[config.mk]
export PLATFORM = sky130hd
export DESIGN_NAME = sram_dual_arbiter
export DESIGN_NICKNAME = d
export VERILOG_FILES = /design/src/rtl/sram_arb_pkg.sv /design/src/rtl/sram_arb_ctrl.sv /design/src/rtl/sram_arb_core.sv /design/src/rtl/sram_arb_wgate.sv /design/src/rtl/sram_dual_arbiter.sv
export SDC_FILE = /design/constraint.sdc
export NUM_CORES = 1
export LEC_CHECK = 0
export ABC_AREA = 1
export BUFFER_PORTS_ARGS = -buffer_cell sky130_fd_sc_hd__buf_4
export CORE_ASPECT_RATIO = 2
export CORE_UTILIZATION = 30
export CTS_CLUSTER_DIAMETER = 80
export DETAILED_ROUTE_END_ITERATION = 8
export PLACE_DENSITY = 0.8
export REMOVE_ABC_BUFFERS = 1
export SLEW_MARGIN = 40
export SYNTH_ARGS = -nofsm -noshare
export SYNTH_HDL_FRONTEND = slang
export SYNTH_SLANG_ARGS = --single-unit
[constraint.sdc]
create_clock -name clk -period 1.3 [get_ports clk]
set_clock_uncertainty 0.15 [all_clocks]
set_input_delay 0.065 -clock clk [delete_from_list [all_inputs] [get_ports clk]]
set_output_delay 0.065 -clock clk [all_outputs]
set_load 0.05 [all_outputs]
[src/rtl/sram_arb_pkg.sv]
package sram_arb_pkg;

   typedef enum logic [1:0] {
      ARB_RR      = 2'b00,
      ARB_RR_BD   = 2'b01,
      ARB_FIX_CPU = 2'b10,
      ARB_FIX_BD  = 2'b11
   } arb_mode_e;

   localparam int ARB_MODE_W = 2;

endpackage

[src/rtl/sram_arb_ctrl.sv]
module sram_arb_ctrl
   import sram_arb_pkg::*;
#(
   parameter int CTRL_W      = 32,
   parameter int LO_MODE_LSB = 28,
   parameter int LO_WP_BIT   = 30,
   parameter int UP_MODE_LSB = 24,
   parameter int UP_WP_BIT   = 26
) (
   input  logic                    clk,
   input  logic                    rst_n,
   input  logic                    wr_en,
   input  logic [CTRL_W-1:0]       wr_data,
   output logic [CTRL_W-1:0]       rd_data,
   output logic [2*ARB_MODE_W-1:0] mode_flat,
   output logic [1:0]              wp_vec
);

   localparam logic [CTRL_W-1:0] FIELD_MASK =
      ({{(CTRL_W-ARB_MODE_W){1'b0}}, {ARB_MODE_W{1'b1}}} << LO_MODE_LSB) |
      ({{(CTRL_W-ARB_MODE_W){1'b0}}, {ARB_MODE_W{1'b1}}} << UP_MODE_LSB) |
      ({{(CTRL_W-1){1'b0}}, 1'b1} << LO_WP_BIT) |
      ({{(CTRL_W-1){1'b0}}, 1'b1} << UP_WP_BIT);

   if (LO_MODE_LSB + ARB_MODE_W > CTRL_W || UP_MODE_LSB + ARB_MODE_W > CTRL_W) begin : g_bad_mode_pos
      $error("sram_arb_ctrl: mode field outside register");
   end
   if (LO_WP_BIT >= CTRL_W || UP_WP_BIT >= CTRL_W) begin : g_bad_wp_pos
      $error("sram_arb_ctrl: write-protect bit outside register");
   end

   logic [CTRL_W-1:0] ctrl_q;

   always_ff @(posedge clk or negedge rst_n) begin
      if (!rst_n) begin
         ctrl_q <= '0;
      end else if (wr_en) begin
         ctrl_q <= wr_data & FIELD_MASK;
      end
   end

   assign rd_data = ctrl_q;
   assign mode_flat[0*ARB_MODE_W +: ARB_MODE_W] = ctrl_q[LO_MODE_LSB +: ARB_MODE_W];
   assign mode_flat[1*ARB_MODE_W +: ARB_MODE_W] = ctrl_q[UP_MODE_LSB +: ARB_MODE_W];
   assign wp_vec[0] = ctrl_q[LO_WP_BIT];
   assign wp_vec[1] = ctrl_q[UP_WP_BIT];

endmodule

[src/rtl/sram_arb_core.sv]
module sram_arb_core
   import sram_arb_pkg::*;
#(
   parameter int BIAS_RUN = 2
) (
   input  logic                  clk,
   input  logic                  rst_n,
   input  logic [ARB_MODE_W-1:0] mode,
   input  logic                  cpu_req,
   input  logic                  bd_req,
   output logic                  cpu_gnt,
   output logic                  bd_gnt
);

   localparam int RUN_W = $clog2(BIAS_RUN + 1);
   localparam logic [RUN_W-1:0] RUN_MAX = RUN_W'(BIAS_RUN);

   if (BIAS_RUN < 1) begin : g_bad_run
      $error("sram_arb_core: BIAS_RUN must be at least 1");
   end

   arb_mode_e        mode_e;
   logic             contest;
   logic             bd_wins;
   logic             last_bd_q;
   logic [RUN_W-1:0] run_q;

   assign mode_e  = arb_mode_e'(mode);
   assign contest = cpu_req & bd_req;

   always_comb begin
      unique case (mode_e)
         ARB_RR:      bd_wins = ~last_bd_q;
         ARB_RR_BD:   bd_wins = (run_q < RUN_MAX);
         ARB_FIX_CPU: bd_wins = 1'b0;
         ARB_FIX_BD:  bd_wins = 1'b1;
         default:     bd_wins = 1'b0;
      endcase
   end

   assign cpu_gnt = cpu_req & (~bd_req | ~bd_wins);
   assign bd_gnt  = bd_req  & (~cpu_req | bd_wins);

   always_ff @(posedge clk or negedge rst_n) begin
      if (!rst_n) begin
         last_bd_q <= 1'b1;
      end else if (cpu_gnt) begin
         last_bd_q <= 1'b0;
      end else if (bd_gnt) begin
         last_bd_q <= 1'b1;
      end
   end

   always_ff @(posedge clk or negedge rst_n) begin
      if (!rst_n) begin
         run_q <= '0;
      end else if (contest && mode_e == ARB_RR_BD) begin
         run_q <= bd_gnt ? run_q + 1'b1 : '0;
      end
   end

endmodule

[src/rtl/sram_arb_wgate.sv]
module sram_arb_wgate (
   input  logic cpu_gnt,
   input  logic bd_gnt,
   input  logic cpu_wr,
   input  logic bd_wr,
   input  logic wp,
   output logic mem_en,
   output logic mem_we,
   output logic cpu_err,
   output logic bd_err
);

   logic any_gnt;
   logic sel_wr;
   logic blocked;

   assign any_gnt = cpu_gnt | bd_gnt;
   assign sel_wr  = cpu_gnt ? cpu_wr : bd_wr;
   assign blocked = any_gnt & sel_wr & wp;

   assign mem_en  = any_gnt & ~blocked;
   assign mem_we  = any_gnt & sel_wr & ~wp;
   assign cpu_err = cpu_gnt & cpu_wr & wp;
   assign bd_err  = bd_gnt & bd_wr & wp;

endmodule

[src/rtl/sram_dual_arbiter.sv]
module sram_dual_arbiter
   import sram_arb_pkg::*;
#(
   parameter int CTRL_W      = 32,
   parameter int LO_MODE_LSB = 28,
   parameter int LO_WP_BIT   = 30,
   parameter int UP_MODE_LSB = 24,
   parameter int UP_WP_BIT   = 26,
   parameter int BIAS_RUN    = 2
) (
   input  logic              clk,
   input  logic              rst_n,
   input  logic              cfg_we,
   input  logic [CTRL_W-1:0] cfg_wdata,
   output logic [CTRL_W-1:0] cfg_rdata,
   input  logic [1:0]        cpu_req,
   input  logic [1:0]        cpu_wr,
   input  logic [1:0]        bd_req,
   input  logic [1:0]        bd_wr,
   output logic [1:0]        cpu_gnt,
   output logic [1:0]        bd_gnt,
   output logic [1:0]        mem_en,
   output logic [1:0]        mem_we,
   output logic [1:0]        cpu_err,
   output logic [1:0]        bd_err
);

   localparam int REGIONS = 2;

   logic [REGIONS*ARB_MODE_W-1:0] mode_flat;
   logic [REGIONS-1:0]            wp_vec;

   sram_arb_ctrl #(
      .CTRL_W      (CTRL_W),
      .LO_MODE_LSB (LO_MODE_LSB),
      .LO_WP_BIT   (LO_WP_BIT),
      .UP_MODE_LSB (UP_MODE_LSB),
      .UP_WP_BIT   (UP_WP_BIT)
   ) u_ctrl (
      .clk       (clk),
      .rst_n     (rst_n),
      .wr_en     (cfg_we),
      .wr_data   (cfg_wdata),
      .rd_data   (cfg_rdata),
      .mode_flat (mode_flat),
      .wp_vec    (wp_vec)
   );

   for (genvar g = 0; g < REGIONS; g++) begin : g_region
      sram_arb_core #(
         .BIAS_RUN (BIAS_RUN)
      ) u_core (
         .clk     (clk),
         .rst_n   (rst_n),
         .mode    (mode_flat[g*ARB_MODE_W +: ARB_MODE_W]),
         .cpu_req (cpu_req[g]),
         .bd_req  (bd_req[g]),
         .cpu_gnt (cpu_gnt[g]),
         .bd_gnt  (bd_gnt[g])
      );

      sram_arb_wgate u_wgate (
         .cpu_gnt (cpu_gnt[g]),
         .bd_gnt  (bd_gnt[g]),
         .cpu_wr  (cpu_wr[g]),
         .bd_wr   (bd_wr[g]),
         .wp      (wp_vec[g]),
         .mem_en  (mem_en[g]),
         .mem_we  (mem_we[g]),
         .cpu_err (cpu_err[g]),
         .bd_err  (bd_err[g])
      );
   end

endmodule

==> metrics.yaml, run 1 <==
clkLatencyLatePin_ps: 240
start_util_pct: 31.8
area_growth_pct: 48.3
die_w_um: 42.0
die_y_um: 81.9
synth_top_cell_area_share_pct: 31.3
die_area_um2: 3440
r2r_setup_slack_ps: -120
rows: 28
htree_levels: 1
ys_seq_area_share_pct: 31.6
critPathCaptureType: "primary output"
crit_type: "register to primary output"
tritoncts: "yes"
cp_common_cell: "nand2_2"
setup_violations: 14
status: "finished, violations left"
drive_gt1_share_pct: 51.8
portBuffers: 34
synth_area_leaders: "buf_4, dfrtp_1, nand2_1"
peakVddDrop_mv: 0.612
drtPass1Iterations: 3
syn_inst: 126
violations: "setup timing"
drtIter0Drc: 7
synth_top_cell_by_area: "buf_4"
maxSlewViolCount: 0
drtAntennaViolNets: 0
gp_congestion: 0.817
async_flop_share_pct: 100
r2r_cells: 7
fp.coreArea_um2: 3010
cts_sinks: 12
static-leakage-power_nw: 0.746
cts-root-buf: "clkbuf_8"
fin_setup_tns_ps: -4070
design_area_um2: 1420
path_cells: "o21ai_2 > nand3_2 > nand2_4 > nand2_2 > nand2_2 > nand2_2 > nor2_2 > buf_6"
period_needed_ps: 1750
vias: 858
clockBufferDepth: 2
grt_overflow: 0
power_mw: 1.72
nets: 214
clkTransAtPathRegs_ps: 50
grt_pass1_vias: 831
hold_viol: 0
syn_area_per_cell_um2: 7.61
top_layer_used: "met4"
wl_met3_um: 188
timing.hold.ws_ps: 50.6
timing.rr.start: "u_ctrl.rd_data[25]$_DFFE_PN0P_"
hold_path.class: "input port to asynchronous set/reset pin"
cts_made_buffers: 3
antenna_found_initial: 0
track_usage_pct: 13.0
grt_max_degree: 13
wl_met2_mm: 1.23
route.detailed.drc: 0
syn-cell-area_um2: 958
maxCapViolCount: 0
antenna_cells: 0
timing.fmax_mhz: 573
placed_area_um2: 1090
rsz0062_at_grt: "yes"
yosys_most_used_dff: "dfrtp_1"
setup_slack_ps: -445
grt_pass1_wl_mm: 3.37
ys_seq_elements: 12
num_io_pins: 87
cp_data_required_time_ps: 1090
avgRoutedWirePerCell_um: 11.1
post-synth-top-count-cell: "buf_4"
slowest_delay_ps: 420
fin_crit_sh_pct: 134
worstPathArrival_ps: 1530
ys_warn_count: 0
p_per_area_nw_per_um2: 1210
avgViaCountPerCell: 4.29
wl_met1_um: 745
synth_cell_types: 18
synth_edf_count: 0
dp_hpwl_mm: 1.42
synth_commonest_cells: "buf_4, nand2_1, nor2_1"
cp_slowest_cell: "dfrtp_1"
start_kind: "register"
fin_util_pct: 47.2
path_max_fanout: 3
routed_wirelength_mm: 2.21
r2r-end: "g_region[1].u_core.run_q[0]$_DFFE_PN0P_"
[per-layer routing]
layer | global-route usage (%) | up-vias
li1 | - | 408
met1 | 11.8 | 387
met2 | 25.5 | 57
met3 | 3.08 | 6
met4 | 7.42 | 0
met5 | 0 | -
[worst max-delay path: cells and delay by family (launching register included)]
family / cells / cell delay [ps]
AO/OA/AOI/OAI: 1 / 150
buffers and inverters: 1 / 160
flip-flops: 1 / 420
AND/OR/NAND/NOR: 6 / 560
[timing repair]
item	4_1_cts	5_1_grt
pin swaps	3	7
hold buffers	10	0
endpoints found under the setup margin	12	16
setup buffers	6	2
resized for setup	26	18
hold endpoints to repair	20	0
[layout by cell type (no fill, tap or decap), drive strengths merged]
master	instances
nand4	2
clkbuf	4
dlygate4sd3	10
nand2	22
conb	26
dfrtp	10
nor2	16
mux2	2
buf	46
o21ai	8
a21oi	2
dfstp	2
inv	14
nand3	6
[how the worst max path moves through the flow]
stage                                         startpoint        end  slack, ps  cells after the start
after floorplan           u_ctrl.rd_data[29]$_DFFE_PN0P_  mem_en[0]       -810                      6
after global placement    u_ctrl.rd_data[29]$_DFFE_PN0P_  mem_we[0]       -130                      8
after detailed placement  u_ctrl.rd_data[29]$_DFFE_PN0P_  mem_we[0]       -150                      8
after CTS                 u_ctrl.rd_data[29]$_DFFE_PN0P_  mem_en[0]       -360                      8
after global routing      u_ctrl.rd_data[25]$_DFFE_PN0P_  mem_we[1]       -540                      8
final                     u_ctrl.rd_data[25]$_DFFE_PN0P_  mem_we[1]       -450                      8
[registers in the layout, indices dropped and copies added, names as in the netlist]
name and cells:
g_region.u_core.last_bd_q 2, g_region.u_core.run_q 4, u_ctrl.rd_data 6
[through the flow]
stage	setup WS (ps)	instances
floorplan	-807	110
global placement	-135	181
detailed placement	-146	181
CTS	-365	200
global route	-536	200
finish	-445	200
[report_power, final]
| part | total [mW] | internal, mW | switching [mW] | leakage (nW) |
|---|---|---|---|---|
| logic | 0.793 | 0.279 | 0.514 | 0.573 |
| registers | 0.526 | 0.460 | 0.0666 | 0.144 |
| clock network | 0.397 | 0.267 | 0.130 | 0.0288 |
[logic make-up (layout without fill, tap and decap cells)]
logic type,count (synthesis),count (layout),synth area share (%)
multiplexers,2,2,2.35
flip-flops,12,12,31.6
AND/OR/NAND/NOR,46,46,22.5
other,1,26,0.391
buffers and inverters,55,74,37.2
AO/OA/AOI/OAI,10,10,6.01
[area by class of cell]
cell class / count / area, um^2
flip-flops and latches: 12 / 303
multi-input cells: 84 / 458
inverters: 14 / 55.1
well taps: 30 / 37.5
fillers: 298 / 1590
clock buffers: 4 / 55.1
repair buffers: 56 / 513
Note: power is estimated with default switching activity, not from simulation.
==> run 2, diff against run 1 <==
--- a/config.mk
+++ b/config.mk
@@ -8,11 +8,11 @@
 export ABC_AREA = 1
 export BUFFER_PORTS_ARGS = -buffer_cell sky130_fd_sc_hd__buf_4
 export CORE_ASPECT_RATIO = 2
+export CORE_MARGIN = 3
 export CORE_UTILIZATION = 30
 export CTS_CLUSTER_DIAMETER = 80
 export DETAILED_ROUTE_END_ITERATION = 8
 export PLACE_DENSITY = 0.8
-export REMOVE_ABC_BUFFERS = 1
 export SLEW_MARGIN = 40
 export SYNTH_ARGS = -nofsm -noshare
 export SYNTH_HDL_FRONTEND = slang
==> metrics.yaml, run 2 (same netlist as run 1, synthesis figures left out) <==
power_mw: 1.75  # +2.1%
routed_wirelength_mm: 2.65  # +20%
cp_slowest_cell: "dfrtp_2"
hold_viol: 2  # +2
p_per_area_nw_per_um2: 1210  # +0.42%
portBuffers: 34  # unchanged
drive_gt1_share_pct: 53.3  # +1.5 points
rsz0062_at_grt: "yes"
cts_made_buffers: 3  # unchanged
fill_cells: 268  # -10%
period_needed_ps: 1750  # +1.92 ps
avgViaCountPerCell: 4.37  # +1.8%
static-leakage-power_nw: 0.747  # +0.24%
hold_path.class: "input port to register"
clkTransAtPathRegs_ps: 50  # about the same
worstPathArrival_ps: 1530  # about the same
die_w_um: 46.0  # +9.5%
r2r_setup_slack_ps: -100  # +20 ps
cp_data_required_time_ps: 1090  # about the same
setup_slack_ps: -447  # -1.92 ps
crit_family: "simple AND/OR/NAND/NOR gates"
maxSlewViolCount: 0  # unchanged
start_util_pct: 31.8  # unchanged
antenna_found_initial: 0  # unchanged
fin_setup_tns_ps: -4290  # -220 ps
nets: 213  # -0.47%
htree_levels: 1  # unchanged
peakVddDrop_mv: 0.521  # -15%
cp_common_cell: "nand2_2"
maxCapViolCount: 0  # unchanged
path_max_fanout: 3  # unchanged
route.detailed.drc: 0  # unchanged
tritoncts: "yes"
dp_cells: 178  # -1.7%
drtIter0Drc: 14  # +7
largest_register_ffs: 6  # unchanged
cts-root-buf: "clkbuf_8"
fin_cells: 199  # -0.50%
cts_sinks: 12  # unchanged
layout_common_cells: "buf_4, conb_1, nand2_1, buf_6, nor2_1"
drtPass1Iterations: 4  # +1
vias: 869  # +1.3%
setup_violations: 14  # unchanged
rows: 28  # unchanged
grt_overflow: 0  # unchanged
holdBufCountCts: 9  # -1
die_y_um: 85.9  # +4.9%
grt_max_degree: 13  # unchanged
antenna_cells: 0  # unchanged
status: "finished, violations left"
slowest_delay_ps: 430  # about the same
critPathCaptureType: "primary output"
area_growth_pct: 50.8
track_usage_pct: 11.5  # -1.6 points
path_cells: "o21ai_4 > nand3_4 > nand2_4 > nand2_2 > nand2_2 > nand2_2 > nor2_2 > buf_6"
layout_commonest_cell: "buf_4"
clkLatencyLatePin_ps: 240  # about the same
fp.coreArea_um2: 3010  # unchanged
drtAntennaViolNets: 0  # unchanged
avgRoutedWirePerCell_um: 13.3  # +20%
num_io_pins: 87  # unchanged
violations: "hold timing, setup timing"
die_area_um2: 3950  # +15%
cp.buffers_inverters: 1  # unchanged
timing.fmax_mhz: 572  # -0.11%
gp_congestion: 0.713  # -13%
fin_crit_sh_pct: 134  # +0.15 points
clockBufferDepth: 2  # unchanged
start_kind: "register"
grt_pass1_vias: 818  # -1.6%
dp_hpwl_mm: 1.57  # +11%
grt_pass1_wl_mm: 3.35  # -0.83%
crit_type: "register to primary output"
timing.hold.ws_ps: -45.8  # -96.3 ps
==> run 2: cell type report <==
cell class | instances | area [um^2] | area share (%)
Clock buffer | 4 | 55.1 | 3.81
Sequential cell | 12 | 308 | 21.3
Inverter | 14 | 52.6 | 3.64
Timing Repair Buffer | 55 | 507 | 35.1
Multi-Input combinational cell | 84 | 485 | 33.6
Tap cell | 30 | 37.5 | 2.60
==> run 2: repair_timing <==
action | CTS | global route
setup buffers | 3 | 6
hold endpoints to repair | 20 | 2
gates cloned | 0 | 0
pin swaps | 4 | 4
setup endpoints to repair | 12 | 15
resized for setup | 22 | 25
==> run 2: stage by stage <==
stage               hold WS, ps  setup slack [ps]  area, um^2  util, %
finish                    -45.8              -447        1450     48.0
global route              -29.0              -498        1450     48.0
global placement           -241              -102        1080     35.7
CTS                       -51.1              -385        1310     43.5
detailed placement         -240              -139        1080     35.7
floorplan                  -381              -158        1080        -
==> run 2: routing by layer <==
metal,wire length [um],track usage [%],share of wire [%],up-vias
li1,-,-,-,405
met1,799,10.5,30,402
met2,1530,20.2,58,57
met3,265,3.36,10,5
met4,53,7.25,2.0,0
met5,0,0,0,-
==> run 2: worst paths after layout <==
kind                       depth (start not counted)                                startpoint                                        to
max                                                8            u_ctrl.rd_data[29]$_DFFE_PN0P_                                 mem_we[0]
max in group asynchronous                          2                                     rst_n  g_region[1].u_core.last_bd_q$_DFFE_PN1P_
max reg2reg                                        7            u_ctrl.rd_data[29]$_DFFE_PN0P_   g_region[0].u_core.run_q[0]$_DFFE_PN0P_
min in group asynchronous                          2                                     rst_n            u_ctrl.rd_data[28]$_DFFE_PN0P_
min                                                3                                 bd_req[1]  g_region[1].u_core.last_bd_q$_DFFE_PN1P_
min reg2reg                                        2  g_region[1].u_core.last_bd_q$_DFFE_PN1P_  g_region[1].u_core.last_bd_q$_DFFE_PN1P_
==> run 2: power by group <==
group	internal (mW)	leakage, nW	total [mW]	switching, mW
registers	0.462	0.139	0.536	0.0740
clock network	0.267	0.0288	0.404	0.137
logic	0.290	0.579	0.813	0.523
==> run 2: tightest hold or removal path: cells and delay by family <==
family,cells,cell delay (ps)
buf+inv,1,120
simple gates,2,130
==> run 3, diff against run 2 <==
==> constraint.sdc (replaced) <==
create_clock -name clk -period 1.5 [get_ports clk]
set_clock_uncertainty 0.15 [all_clocks]
set_input_delay 0.075 -clock clk [delete_from_list [all_inputs] [get_ports clk]]
set_output_delay 0.075 -clock clk [all_outputs]
set_load 0.05 [all_outputs]
==> metrics.yaml, run 3 (same netlist as run 1, synthesis figures left out) <==
status: "finished, violations left"
violations: "hold timing, setup timing"
rows: 28  # unchanged
avgRoutedWirePerCell_um: 11.4  # -14%
antenna_found_initial: 0  # unchanged
p_clk_share_pct: 20.7  # -2.4 points
r2r_setup_slack_ps: 240  # +340 ps
die_y_um: 85.9  # unchanged
area_growth_pct: 40.6
dp_cells: 175  # -1.7%
cts_sinks: 12  # unchanged
portBuffers: 34  # unchanged
cp_data_required_time_ps: 1270  # +180 ps
routed_wirelength_mm: 2.23  # -16%
hold_path.class: "input port to register"
fin_crit_sh_pct: 114
r2r-end: "g_region[0].u_core.run_q[1]$_DFFE_PN0P_"
clkLatencyLatePin_ps: 230  # about the same
cts-root-buf: "clkbuf_8"
antenna_cells: 0  # unchanged
clkTransAtPathRegs_ps: 50  # about the same
die_w_um: 46.0  # unchanged
crit_type: "register to primary output"
grt_pass1_wl_mm: 3.40  # +1.6%
switching_share_pct: 42.9  # +1.1 points
p_sw_mw: 0.588  # -20%
fin_util_pct: 44.7  # -3.2 points
worstPathArrival_ps: 1480  # -50 ps
maxCapViolCount: 0  # unchanged
peakVddDrop_mv: 0.467  # -10%
p_comb_share_pct: 45.8  # -0.6 points
grt_max_degree: 13  # unchanged
die_area_um2: 3950  # unchanged
path_max_fanout: 3  # unchanged
placed_area_um2: 1050  # -2.1%
hp-start: "cfg_we"
setup_slack_ps: -207  # +240 ps
grt_overflow: 0  # unchanged
tritoncts: "yes"
cp_common_cell: "nand2_2"
drtPass1Iterations: 4  # unchanged
maxSlewViolCount: 0  # unchanged
power_mw: 1.37  # -22%
slowest_delay_ps: 540  # +110 ps
design_area_um2: 1350  # -6.8%
period_needed_ps: 1710
cp_slowest_cell: "dfstp_2"
timing.hold.ws_ps: -45.2  # +0.608 ps
hold_depth: 2  # -1
min_to: "u_ctrl.rd_data[26]$_DFFE_PN0P_"
avgViaCountPerCell: 4.15  # -5.0%
fin_setup_tns_ps: -1550  # +2740 ps
gp_congestion: 0.743  # +4.1%
track_usage_pct: 11.6  # +0.10 points
fin_cells: 196  # -1.5%
num_io_pins: 87  # unchanged
r2r_cells: 4  # -3
p_per_area_nw_per_um2: 1020  # -16%
fp.coreArea_um2: 3010  # unchanged
timing.rr.start: "u_ctrl.rd_data[29]$_DFFE_PN0P_"
preCtsSetupSlack_ps: 61.1  # +200 ps
grt_pass1_vias: 821  # +0.37%
nets: 211  # -0.94%
critPathCaptureType: "primary output"
start_kind: "register"
cts_made_buffers: 3  # unchanged
route.detailed.drc: 0  # unchanged
path_cells: "o21ai_2 > nand3_2 > nand2_2 > nand2_2 > nand2_2 > a21oi_1 > buf_4"
largest_register_ffs: 6  # unchanged
hold_viol: 2  # unchanged
dp_hpwl_mm: 1.53  # -2.7%
setup_violations: 11  # -3
fill_cells: 309  # +15%
drtAntennaViolNets: 0  # unchanged
drive_gt1_share_pct: 45.8  # -7.5 points
start_util_pct: 31.8  # unchanged
vias: 813  # -6.4%
drtIter0Drc: 5  # -9
clockBufferDepth: 2  # unchanged
timing.fmax_mhz: 586
htree_levels: 1  # unchanged
internal_power_mw: 0.782  # -23%
static-leakage-power_nw: 0.700  # -6.3%
rsz0062_at_grt: "yes"
layout_commonest_cell: "buf_4"
layout_common_cells: "buf_4, conb_1, nand2_1, dlygate4sd3_1, nor2_1"
seq_power_share_pct: 33.5  # +2.9 points
## run 3: changes by cell type in the layout (fill, tap and decap cells not counted), moves of 2 or more
cell / before / now
dlygate4sd3_1: 9 / 14
buf_4: 31 / 28
buf_8: 4 / 1
nand2_1: 13 / 16
nand2_4: 4 / 1
inv_1: 6 / 8
inv_2: 8 / 6
mux2_2: 0 / 2
mux2_4: 2 / 0
## run 3: power groups by stage
stage	sequential, mW	combinational, mW	clock, mW
after CTS	0.460	0.606	0.292
after global routing	0.470	0.667	0.300
after global placement	0.459	0.538	0
after detailed placement	0.464	0.547	0
after floorplan	0.484	0.479	0
final	0.460	0.628	0.284
## run 3: final cells by class
type                    count  area, um^2  area share [%]
clock buffers               3        41.3            3.06
inverters                  14        52.6            3.90
well taps                  30        37.5            2.79
flip-flops and latches     12         309            22.9
repair buffers             53         478            35.5
multi-input cells          84         429            31.8
## run 3: worst max-delay path by stage
stage	startpoint	to	slack (ps)
3_5_place_dp	u_ctrl.rd_data[29]$_DFFE_PN0P_	mem_en[0]	60
6_report	g_region[0].u_core.last_bd_q$_DFFE_PN1P_	mem_en[0]	-210
5_1_grt	g_region[1].u_core.last_bd_q$_DFFE_PN1P_	mem_we[1]	-270
3_3_place_gp	u_ctrl.rd_data[29]$_DFFE_PN0P_	mem_en[0]	70
4_1_cts	g_region[0].u_core.last_bd_q$_DFFE_PN1P_	mem_en[0]	-190
2_1_floorplan	u_ctrl.rd_data[29]$_DFFE_PN0P_	mem_en[0]	0.4
## run 3: routing by layer
| metal | track usage (%) | wire length, um | vias to the layer above |
|---|---|---|---|
| met5 | 0 | 0 | - |
| met4 | 6.99 | 34 | 0 |
| met3 | 1.47 | 210 | 2 |
| met2 | 21.0 | 1310 | 45 |
| met1 | 11.4 | 672 | 366 |
| li1 | - | - | 400 |
## run 3: critical path: cells and delay by family (launching register included)
kind	cells	cell delay, ps
buf+inv	1	220
simple gates	4	290
flops	1	540
compound gates	2	190
## run 3: what timing repair did
| item | in CTS | in global routing |
|---|---|---|
| setup endpoints to repair | 10 | 15 |
| pin swaps | 2 | 5 |
| resized for setup | 12 | 17 |
| setup buffers | 2 | 2 |
| hold endpoints to repair | 20 | 0 |
| hold buffers | 17 | 0 |
